--- src/rtl/mbx_pkg.sv ---
package mbx_pkg;

    localparam int BYTE_W = 8;

    typedef struct packed {
        logic rd_any;
        logic rd_stat;
        logic wr_ctrl;
        logic rd_data;
        logic wr_data;
    } host_op_t;

    typedef struct packed {
        logic rd_any;
        logic rd_latch;
        logic wr_latch;
        logic rd_ien;
        logic wr_ien;
        logic ack_clr;
        logic ack_set;
        logic stb_clr;
        logic stb_set;
    } cp_op_t;

    localparam logic [2:0] OFS_ACK_CLR = 3'd0;
    localparam logic [2:0] OFS_ACK_SET = 3'd1;
    localparam logic [2:0] OFS_STB_CLR = 3'd4;
    localparam logic [2:0] OFS_STB_SET = 3'd5;

    function automatic logic [BYTE_W-1:0] status_byte(input logic rx, input logic tx);
        return {4'hF, 2'b00, tx, rx};
    endfunction

endpackage

--- src/rtl/mbx_host_dec.sv ---
module mbx_host_dec
    import mbx_pkg::*;
#(
    parameter int          HADDR_W   = 16,
    parameter logic [7:0]  STAT_ADDR = 8'hB8,
    parameter logic [7:0]  DATA_ADDR = 8'hB9
) (
    input  logic               cs,
    input  logic               rd,
    input  logic               wr,
    input  logic [HADDR_W-1:0] addr,
    output host_op_t           op
);
    logic [7:0] low_addr;
    logic       hit_stat;
    logic       hit_data;

    always_comb begin
        low_addr   = addr[7:0];
        hit_stat   = cs && (low_addr == STAT_ADDR);
        hit_data   = cs && (low_addr == DATA_ADDR);
        op.rd_any  = cs && rd;
        op.rd_stat = hit_stat && rd;
        op.wr_ctrl = hit_stat && wr;
        op.rd_data = hit_data && rd;
        op.wr_data = hit_data && wr;
    end
endmodule

--- src/rtl/mbx_cp_dec.sv ---
module mbx_cp_dec
    import mbx_pkg::*;
#(
    parameter int CP_AW = 4
) (
    input  logic             cs,
    input  logic             rd,
    input  logic             wr,
    input  logic [CP_AW-1:0] addr,
    output cp_op_t           op
);
    localparam logic [CP_AW-1:0] LATCH_SEL = CP_AW'(0);
    localparam logic [CP_AW-1:0] IEN_SEL   = CP_AW'(1);

    logic       in_window;
    logic [2:0] ofs;
    logic       win_wr;

    always_comb begin
        in_window   = addr[CP_AW-1];
        ofs         = addr[2:0];
        win_wr      = cs && wr && in_window;
        op.rd_any   = cs && rd;
        op.rd_latch = cs && rd && (addr == LATCH_SEL);
        op.wr_latch = cs && wr && (addr == LATCH_SEL);
        op.rd_ien   = cs && rd && (addr == IEN_SEL);
        op.wr_ien   = cs && wr && (addr == IEN_SEL);
        op.ack_clr  = win_wr && (ofs == OFS_ACK_CLR);
        op.ack_set  = win_wr && (ofs == OFS_ACK_SET);
        op.stb_clr  = win_wr && (ofs == OFS_STB_CLR);
        op.stb_set  = win_wr && (ofs == OFS_STB_SET);
    end
endmodule

--- src/rtl/mbx_core.sv ---
module mbx_core
    import mbx_pkg::*;
(
    input  logic              clk,
    input  logic              rst,
    input  host_op_t          hop,
    input  cp_op_t            cop,
    input  logic [BYTE_W-1:0] h_wdata,
    input  logic [BYTE_W-1:0] c_wdata,
    output logic [BYTE_W-1:0] h_rdata,
    output logic [BYTE_W-1:0] c_rdata,
    output logic [BYTE_W-1:0] ien,
    output logic              ack_n,
    output logic              stb_n,
    output logic              cp_reset
);
    logic [BYTE_W-1:0] latch_q;
    logic              rx_q;
    logic              tx_q;

    always_ff @(posedge clk) begin
        if (rst) begin
            latch_q  <= '0;
            rx_q     <= 1'b0;
            tx_q     <= 1'b0;
            ien      <= '0;
            ack_n    <= 1'b1;
            stb_n    <= 1'b1;
            cp_reset <= 1'b1;
            h_rdata  <= '0;
            c_rdata  <= '0;
        end else begin
            // coprocessor effects first
            if (cop.wr_latch) begin
                latch_q <= c_wdata;
                rx_q    <= 1'b0;
            end
            if (cop.rd_latch) tx_q  <= 1'b0;
            if (cop.wr_ien)   ien   <= c_wdata;
            if (cop.ack_clr)  ack_n <= 1'b0;
            if (cop.ack_set)  ack_n <= 1'b1;
            if (cop.stb_clr)  stb_n <= 1'b0;
            if (cop.stb_set)  stb_n <= 1'b1;
            // host effects second, so they override
            if (hop.wr_data) begin
                latch_q <= h_wdata;
                tx_q    <= 1'b1;
                stb_n   <= 1'b0;
            end
            if (hop.rd_data) begin
                rx_q  <= 1'b1;
                ack_n <= 1'b0;
            end
            if (hop.wr_ctrl) cp_reset <= h_wdata[0];
            // registered read data from pre-update state
            if (hop.rd_stat)      h_rdata <= status_byte(rx_q, tx_q);
            else if (hop.rd_data) h_rdata <= latch_q;
            else if (hop.rd_any)  h_rdata <= '0;
            if (cop.rd_latch)     c_rdata <= latch_q;
            else if (cop.rd_ien)  c_rdata <= ien;
            else if (cop.rd_any)  c_rdata <= '0;
        end
    end
endmodule

--- src/rtl/byte_mailbox_bridge.sv ---
module byte_mailbox_bridge
    import mbx_pkg::*;
#(
    parameter int          HADDR_W   = 16,
    parameter int          CP_AW     = 4,
    parameter logic [7:0]  STAT_ADDR = 8'hB8,
    parameter logic [7:0]  DATA_ADDR = 8'hB9,
    parameter logic [7:0]  IRQ_VEC   = 8'h03
) (
    input  logic               clk,
    input  logic               rst,
    input  logic               h_cs,
    input  logic               h_rd,
    input  logic               h_wr,
    input  logic [HADDR_W-1:0] h_addr,
    input  logic [7:0]         h_wdata,
    output logic [7:0]         h_rdata,
    input  logic               c_cs,
    input  logic               c_rd,
    input  logic               c_wr,
    input  logic [CP_AW-1:0]   c_addr,
    input  logic [7:0]         c_wdata,
    output logic [7:0]         c_rdata,
    output logic               cp_ack_n,
    output logic               cp_stb_n,
    output logic               cp_irq,
    output logic [7:0]         cp_irq_vec,
    output logic               cp_reset
);
    host_op_t    hop;
    cp_op_t      cop;
    logic [7:0]  ien;

    mbx_host_dec #(
        .HADDR_W  (HADDR_W),
        .STAT_ADDR(STAT_ADDR),
        .DATA_ADDR(DATA_ADDR)
    ) u_hdec (
        .cs  (h_cs),
        .rd  (h_rd),
        .wr  (h_wr),
        .addr(h_addr),
        .op  (hop)
    );

    mbx_cp_dec #(
        .CP_AW(CP_AW)
    ) u_cdec (
        .cs  (c_cs),
        .rd  (c_rd),
        .wr  (c_wr),
        .addr(c_addr),
        .op  (cop)
    );

    mbx_core u_core (
        .clk     (clk),
        .rst     (rst),
        .hop     (hop),
        .cop     (cop),
        .h_wdata (h_wdata),
        .c_wdata (c_wdata),
        .h_rdata (h_rdata),
        .c_rdata (c_rdata),
        .ien     (ien),
        .ack_n   (cp_ack_n),
        .stb_n   (cp_stb_n),
        .cp_reset(cp_reset)
    );

    always_comb begin
        cp_irq     = ien[0] && !cp_stb_n;
        cp_irq_vec = cp_irq ? IRQ_VEC : 8'h00;
    end
endmodule

--- config.mk ---
export PLATFORM = sky130hd
export DESIGN_NAME = byte_mailbox_bridge
export DESIGN_NICKNAME = d
export VERILOG_FILES = /design/src/rtl/mbx_pkg.sv /design/src/rtl/mbx_host_dec.sv /design/src/rtl/mbx_cp_dec.sv /design/src/rtl/mbx_core.sv /design/src/rtl/byte_mailbox_bridge.sv
export SDC_FILE = /design/constraint.sdc
export NUM_CORES = 1
export LEC_CHECK = 0
export BUFFER_PORTS_ARGS = -buffer_cell sky130_fd_sc_hd__buf_2
export CAP_MARGIN = 5
export CORE_MARGIN = 2
export CORE_UTILIZATION = 43
export DETAILED_ROUTE_END_ITERATION = 8
export PLACE_DENSITY = 0.76
export SLEW_MARGIN = 20
export SYNTH_ARGS = -nofsm -noshare
export SYNTH_HDL_FRONTEND = slang
export SYNTH_SLANG_ARGS = --single-unit
export TNS_END_PERCENT = 1
--- constraint.sdc ---
create_clock -name clk -period 1.6 [get_ports clk]
set_input_delay 0.48 -clock clk [delete_from_list [all_inputs] [get_ports clk]]
set_output_delay 0.48 -clock clk [all_outputs]
set_load 0.01 [all_outputs]
# [After elaboration in Yosys (flattened, before gate mapping)]
# Cells that the tools add are included.
[word_totals] ff_bits=37 inputBits=44
[classes] n_eq_ne=6 muxes=19 n_reduce_logical=31
[op_table] operator="2-to-1 mux 8 bit" count=8
[op_table] operator="logical AND 1 bit" count=19
[op_table] operator="equality test 8 bit (second input constant)" count=2
[op_table] operator="nonzero test 3 bit" count=4
[op_table] operator="2-to-1 mux 1 bit" count=10
[op_table] operator="nonzero test 2 bit" count=4
[op_table] operator="equality test 3 bit (second input constant)" count=2
[op_table] operator="equality test 4 x 1 -> 1 bit (second input constant)" count=1
[op_table] operator="logical NOT 4 bit" count=1
[op_table] operator="equality test 3 x 1 -> 1 bit (second input constant)" count=1
[op_table] operator="logical NOT 3 bit" count=1
[op_table] operator="2-to-1 mux 2 bit" count=1
[op_table] operator="OR reduction 2 bit" count=1
[op_table] operator="logical NOT 1 bit" count=1

# [Depth between registers and ports, before layout]
[depth] word_depth=6 ltp_mapped=6 ltp_nobuf=4

# [Cells and area by module]
# A second synthesis with hierarchy kept.
[unflattened] cells_unflattened=189 hier_area_um2=1788.0
[by_module_without_submodules] mod="mbx_core" n_inst=1 cells_per_inst=154 area_per_inst_um2=1498.9
[by_module_without_submodules] mod="mbx_host_dec" n_inst=1 cells_per_inst=10 area_per_inst_um2=125.1
[by_module_without_submodules] mod="mbx_cp_dec" n_inst=1 cells_per_inst=15 area_per_inst_um2=86.3
[by_module_without_submodules] mod="byte_mailbox_bridge" n_inst=1 cells_per_inst=10 area_per_inst_um2=77.6

# [Worst setup path before layout]
# OpenSTA, ideal clock, no wires.
[synth_timing] kind="in2reg" startpoint="input h_addr[1]" endpoint="register u_core.latch_q[6]" setup_time_ps=73 arrival_time_ps=1502 required_time_ps=1527 setup_slack_ps=25 cell_stages=5 cell_sequence="nand4bb_1 -> nor3_4 -> buf_4 -> a211oi_2 -> nor3_2"
[synth_via] elab_chain_len=4 elab_cells_between_ends=5
[synth_lines] item="start, declared" line="byte_mailbox_bridge.sv:15" text="input logic [HADDR_W-1:0] h_addr,"
[synth_lines] item="equality test 8 bit (*)" line="mbx_host_dec.sv:21" text="hit_data = cs && (low_addr == DATA_ADDR);"
[synth_lines] item="logical AND 1 bit (*)" line="mbx_host_dec.sv:21"
[synth_lines] item="logical AND 1 bit (*)" line="mbx_host_dec.sv:26" text="op.wr_data = hit_data && wr;"
[synth_lines] item="2-to-1 mux 8 bit / nonzero test 2 bit (equally long branches)"
[synth_lines] item="end signal, assigned" line="mbx_core.sv:35" text="latch_q <= c_wdata;"
[synth_lines] item="end signal, assigned" line="mbx_core.sv:46" text="latch_q <= h_wdata;"
[synth_lines] item="end, declared" line="mbx_core.sv:17" text="logic [BYTE_W-1:0] latch_q;"
# Every way passes the cells marked *; elsewhere a longest branch is shown, timed or not.
# A chain may end at the register's enable or synchronous reset.

# [Worst setup path in the final report]
[layout_timing] startpoint="register u_core.ien[0]" endpoint="output cp_irq"
[layout_via] elab_chain_len=1
[layout_lines] item="start, declared" line="mbx_core.sv:12" text="output logic [BYTE_W-1:0] ien,"
[layout_lines] item="start signal, assigned" line="mbx_core.sv:39" text="if (cop.wr_ien) ien <= c_wdata;"
[layout_lines] item="logical AND 1 bit" line="byte_mailbox_bridge.sv:72" text="cp_irq = ien[0] && !cp_stb_n;"
[layout_lines] item="end, declared" line="byte_mailbox_bridge.sv:26" text="output logic cp_irq,"
# Every way passes these cells.

==> PnR_summary.wiki <==
{| class="wikitable"
! Metric !! Value
|-
| Worst reg2reg path startpoint || u_core.latch_q[1]
|-
| Final max-slew violation count || 0
|-
| CTS root buf || sky130_fd_sc_hd__clkbuf_8
|-
| PD cells || about 810 nW/µm²
|-
| Final Non-Filler Cells || about 300
|-
| Required time worst endpoint || ~1100 ps
|-
| CP Max Fanout || 3
|-
| Sinks on the clock net || 37
|-
| GR Overflow Total || 0
|-
| Setup repair after global routing missed its margin || no
|-
| End of the worst register-to-register path || u_core.h_rdata[1]
|-
| Final cycle utilization of the critical path || 0.904
|-
| #FFs+latches synth || 37
|-
| Synth-to-Final Area Change || 25.4%
|-
| Synth top cells by count || 37 x sky130_fd_sc_hd__dfxtp_1, 19 x sky130_fd_sc_hd__nor2_1, 16 x sky130_fd_sc_hd__nand2_1
|-
| Area of the core || 3970 µm²
|-
| Vias in the first global route || approximately 1300
|-
| I/O Buffers || 57
|-
| Fraction of post-synthesis cell area in the top cell type by area || 0.423
|-
| Post-synth top area cell || sky130_fd_sc_hd__dfxtp_1
|-
| Max_slew headroom || 0.562
|-
| Die area || around 4600 µm²
|-
| Placed instance count || 294
|-
| Clock latency of the later-clocked register in the worst-skew pair || about 290 ps
|-
| Last element of the critical path || cp_irq
|-
| Number of distinct library cell variants in the gate-level netlist after synthesis || 36
|-
| Site Rows || 23
|-
| Register-to-Register Setup Slack || about 650 ps
|-
| Tightest Pin Transition || 657 ps
|-
| First-pass DRT Iterations || 4
|-
| Largest net degree at the start of global routing || 38
|-
| Area of all placed cells without fillers || roughly 2200 µm²
|-
| Total standard cell area after synthesis || between 1500 and 2000 µm²
|-
| Global-route wire length before repair || about 6300 µm
|-
| TritonCTS clock tree || done
|-
| Most frequent cell after synthesis || sky130_fd_sc_hd__dfxtp_1
|-
| Critical Path Start Type || register
|-
| Total CTS buffers || 5
|-
| Instance area at placement || ~2100 µm²
|-
| Critical Path Start || u_core.ien[0]
|-
| Crit end category || output pin
|-
| Maximum capacitance violations || 0
|-
| Hold Startpoint || h_wdata[0]
|-
| Share of cells above drive strength 1 || 0.382
|-
| Post-detailed-route via-to-cell ratio || 5.12
|-
| Min-Delay Path Class || in -> reg
|-
| Initial core utilization || 0.440
|-
| Count of flip-flops with a built-in enable after synthesis || 0
|-
| Final cell utilization of the core || 0.552
|-
| Aggregate global-route resource usage || 0.186
|-
| Ports placed on the boundary || 72
|-
| Routability-driven placement congestion ratio || around 0.8
|-
| DRC violation total after the first TritonRoute iteration || 66
|-
| Antenna-violating nets left || 0
|-
| Fmax || about 690 MHz
|-
| Mean instance size in the synthesized netlist || about 9.6 µm²
|-
| Number of remaining DRC errors || 0
|-
| Number of warning messages in the yosys log || 0
|-
| Diodes inserted || 0
|-
| Total Neg Setup Slack || 0 ps
|-
| Max IR drop VDD || approximately 0.00045 V
|-
| Sum of net half-perimeters after detailed placement || just under 3000 µm
|-
| Sequential cell area fraction in the yosys report || 0.423
|-
| Most used flip-flop cell after synthesis || sky130_fd_sc_hd__dfxtp_1
|-
| Die Width || just under 70 µm
|-
| Vertical extent of the die || 67.8 µm
|-
| Post-CTS Hold Buffers || 0
|-
| WP data arrival || slightly below 1000 ps
|-
| Average detailed-routed wire length per instance || about 13 µm
|-
| Hold Vio Cnt, Final || 0
|-
| Biggest area contributors in the synthesized netlist || sky130_fd_sc_hd__dfxtp_1 42%, sky130_fd_sc_hd__mux2i_1 5.7%, sky130_fd_sc_hd__a22oi_1 5.2%, sky130_fd_sc_hd__nor2_1 4.1%, sky130_fd_sc_hd__buf_4 3.9%
|-
| Routed Wire Length || ~3900 µm
|-
| Number of cell instances on the worst register-to-register path || 3
|-
| Total vias in the final route || between 1500 and 2000
|-
| Number of antenna violations at the first check in global routing || 0
|-
| Async set-reset flop share out of synthesis || 0
|-
| Final net count || ~300
|-
| Run status || finished, final reports clean
|-
| Setup bufs post-CTS || 0
|-
| Kind of critical path || reg -> out
|-
| Number of H-tree branching levels || 2
|-
| Final setup violating endpoints || 0
|-
| Resized cells post-CTS || 0
|-
| Final Critical Period || approximately 1400 ps
|-
| Post-Syn Instances || ~180
|-
| Clock Pin Slew Worst Setup and Hold Paths || roughly 60 ps
|-
| Maximum root-to-sink buffer count || 2
|-
| Leakage power total || 0.929 nW
|-
| Post-Route Skew || around 5.6 ps
|}
-- critical path, stage by stage, from the launching register on --
cell and delay (ps):
sky130_fd_sc_hd__dfxtp_1 350, sky130_fd_sc_hd__nor2b_1 180, sky130_fd_sc_hd__buf_2 150
-- cells in the final DEF, fill, tap and decap left out, types with 4 or more instances in the layout --
cell type                   n
sky130_fd_sc_hd__dfxtp_1   37
sky130_fd_sc_hd__a211oi_1   8
sky130_fd_sc_hd__clkbuf_8   6
sky130_fd_sc_hd__a221oi_1   6
sky130_fd_sc_hd__o21ai_0    4
sky130_fd_sc_hd__a22oi_1   12
sky130_fd_sc_hd__buf_4     18
sky130_fd_sc_hd__conb_1     6
sky130_fd_sc_hd__nor2_1    19
sky130_fd_sc_hd__buf_2     57
sky130_fd_sc_hd__a21oi_1    6
sky130_fd_sc_hd__a31oi_1    7
sky130_fd_sc_hd__mux2i_1   10
sky130_fd_sc_hd__inv_1      9
sky130_fd_sc_hd__nand2_1   16
-- report_power, final --
group | internal (mW) | switching (mW)
logic | 0.0777 | 0.0998
clock network | 0.340 | 0.323
registers | 0.936 | 0.00799
-- stage by stage --
step / worst slack (ps) / power (mW) / hold WS, ps
final: 154 / 1.78 / 428
after global routing: 69.7 / 1.86 / 434
after CTS: 134 / 1.80 / 422
after detailed placement: -120 / 1.14 / 445
after global placement: -79.3 / 1.14 / 437
after floorplan: 25.2 / 1.07 / 431
-- registers in the layout, indices dropped and copies added, names as in the netlist --
signal,flops
u_core.latch_q,8
u_core.h_rdata,8
u_core.rx_q,1
u_core.c_rdata,8
u_core.ack_n,1
u_core.tx_q,1
u_core.cp_reset,1
u_core.ien,8
u_core.stb_n,1
-- worst min-delay path by stage --
stage / to / slack [ps] / cells after the start
floorplan: u_core.rx_q / 430 / 2
global placement: u_core.h_rdata[7] / 440 / 2
detailed placement: u_core.h_rdata[7] / 440 / 2
CTS: u_core.cp_reset / 420 / 3
global route: u_core.cp_reset / 430 / 3
finish: u_core.cp_reset / 430 / 3
-- layout make-up --
cell class                 instances  area [µm²]
clock inverter                     1        7.51
clock buffer                       6        82.6
inverter                           9        33.8
timing repair buffer              76         440
fill                             389        1780
multi-input combinational        122         826
sequential                        37         741
tap                               50        62.6
-- routing by layer --
layer  global-route usage  wire, µm  vias up
met1                0.246      1720      691
met2                0.289      1800       58
met4               0.0750        65        0
met3               0.0500       295        8
li1                     -         -      783
met5                    0         0        -
-- logic make-up (layout without fill, tap and decap cells) --
| logic type | Yosys count | after routing | share of synthesized area |
|---|---|---|---|
| DFF | 37 | 37 | 0.423 |
| AOI/OAI and AO/OA | 47 | 47 | 0.194 |
| and+or+nand+nor | 56 | 56 | 0.189 |
| muxes | 13 | 13 | 0.0765 |
| buffers and inverters | 28 | 92 | 0.115 |
| other | 1 | 6 | 0.00214 |
No activity file was read; power rests on OpenSTA's default activity.
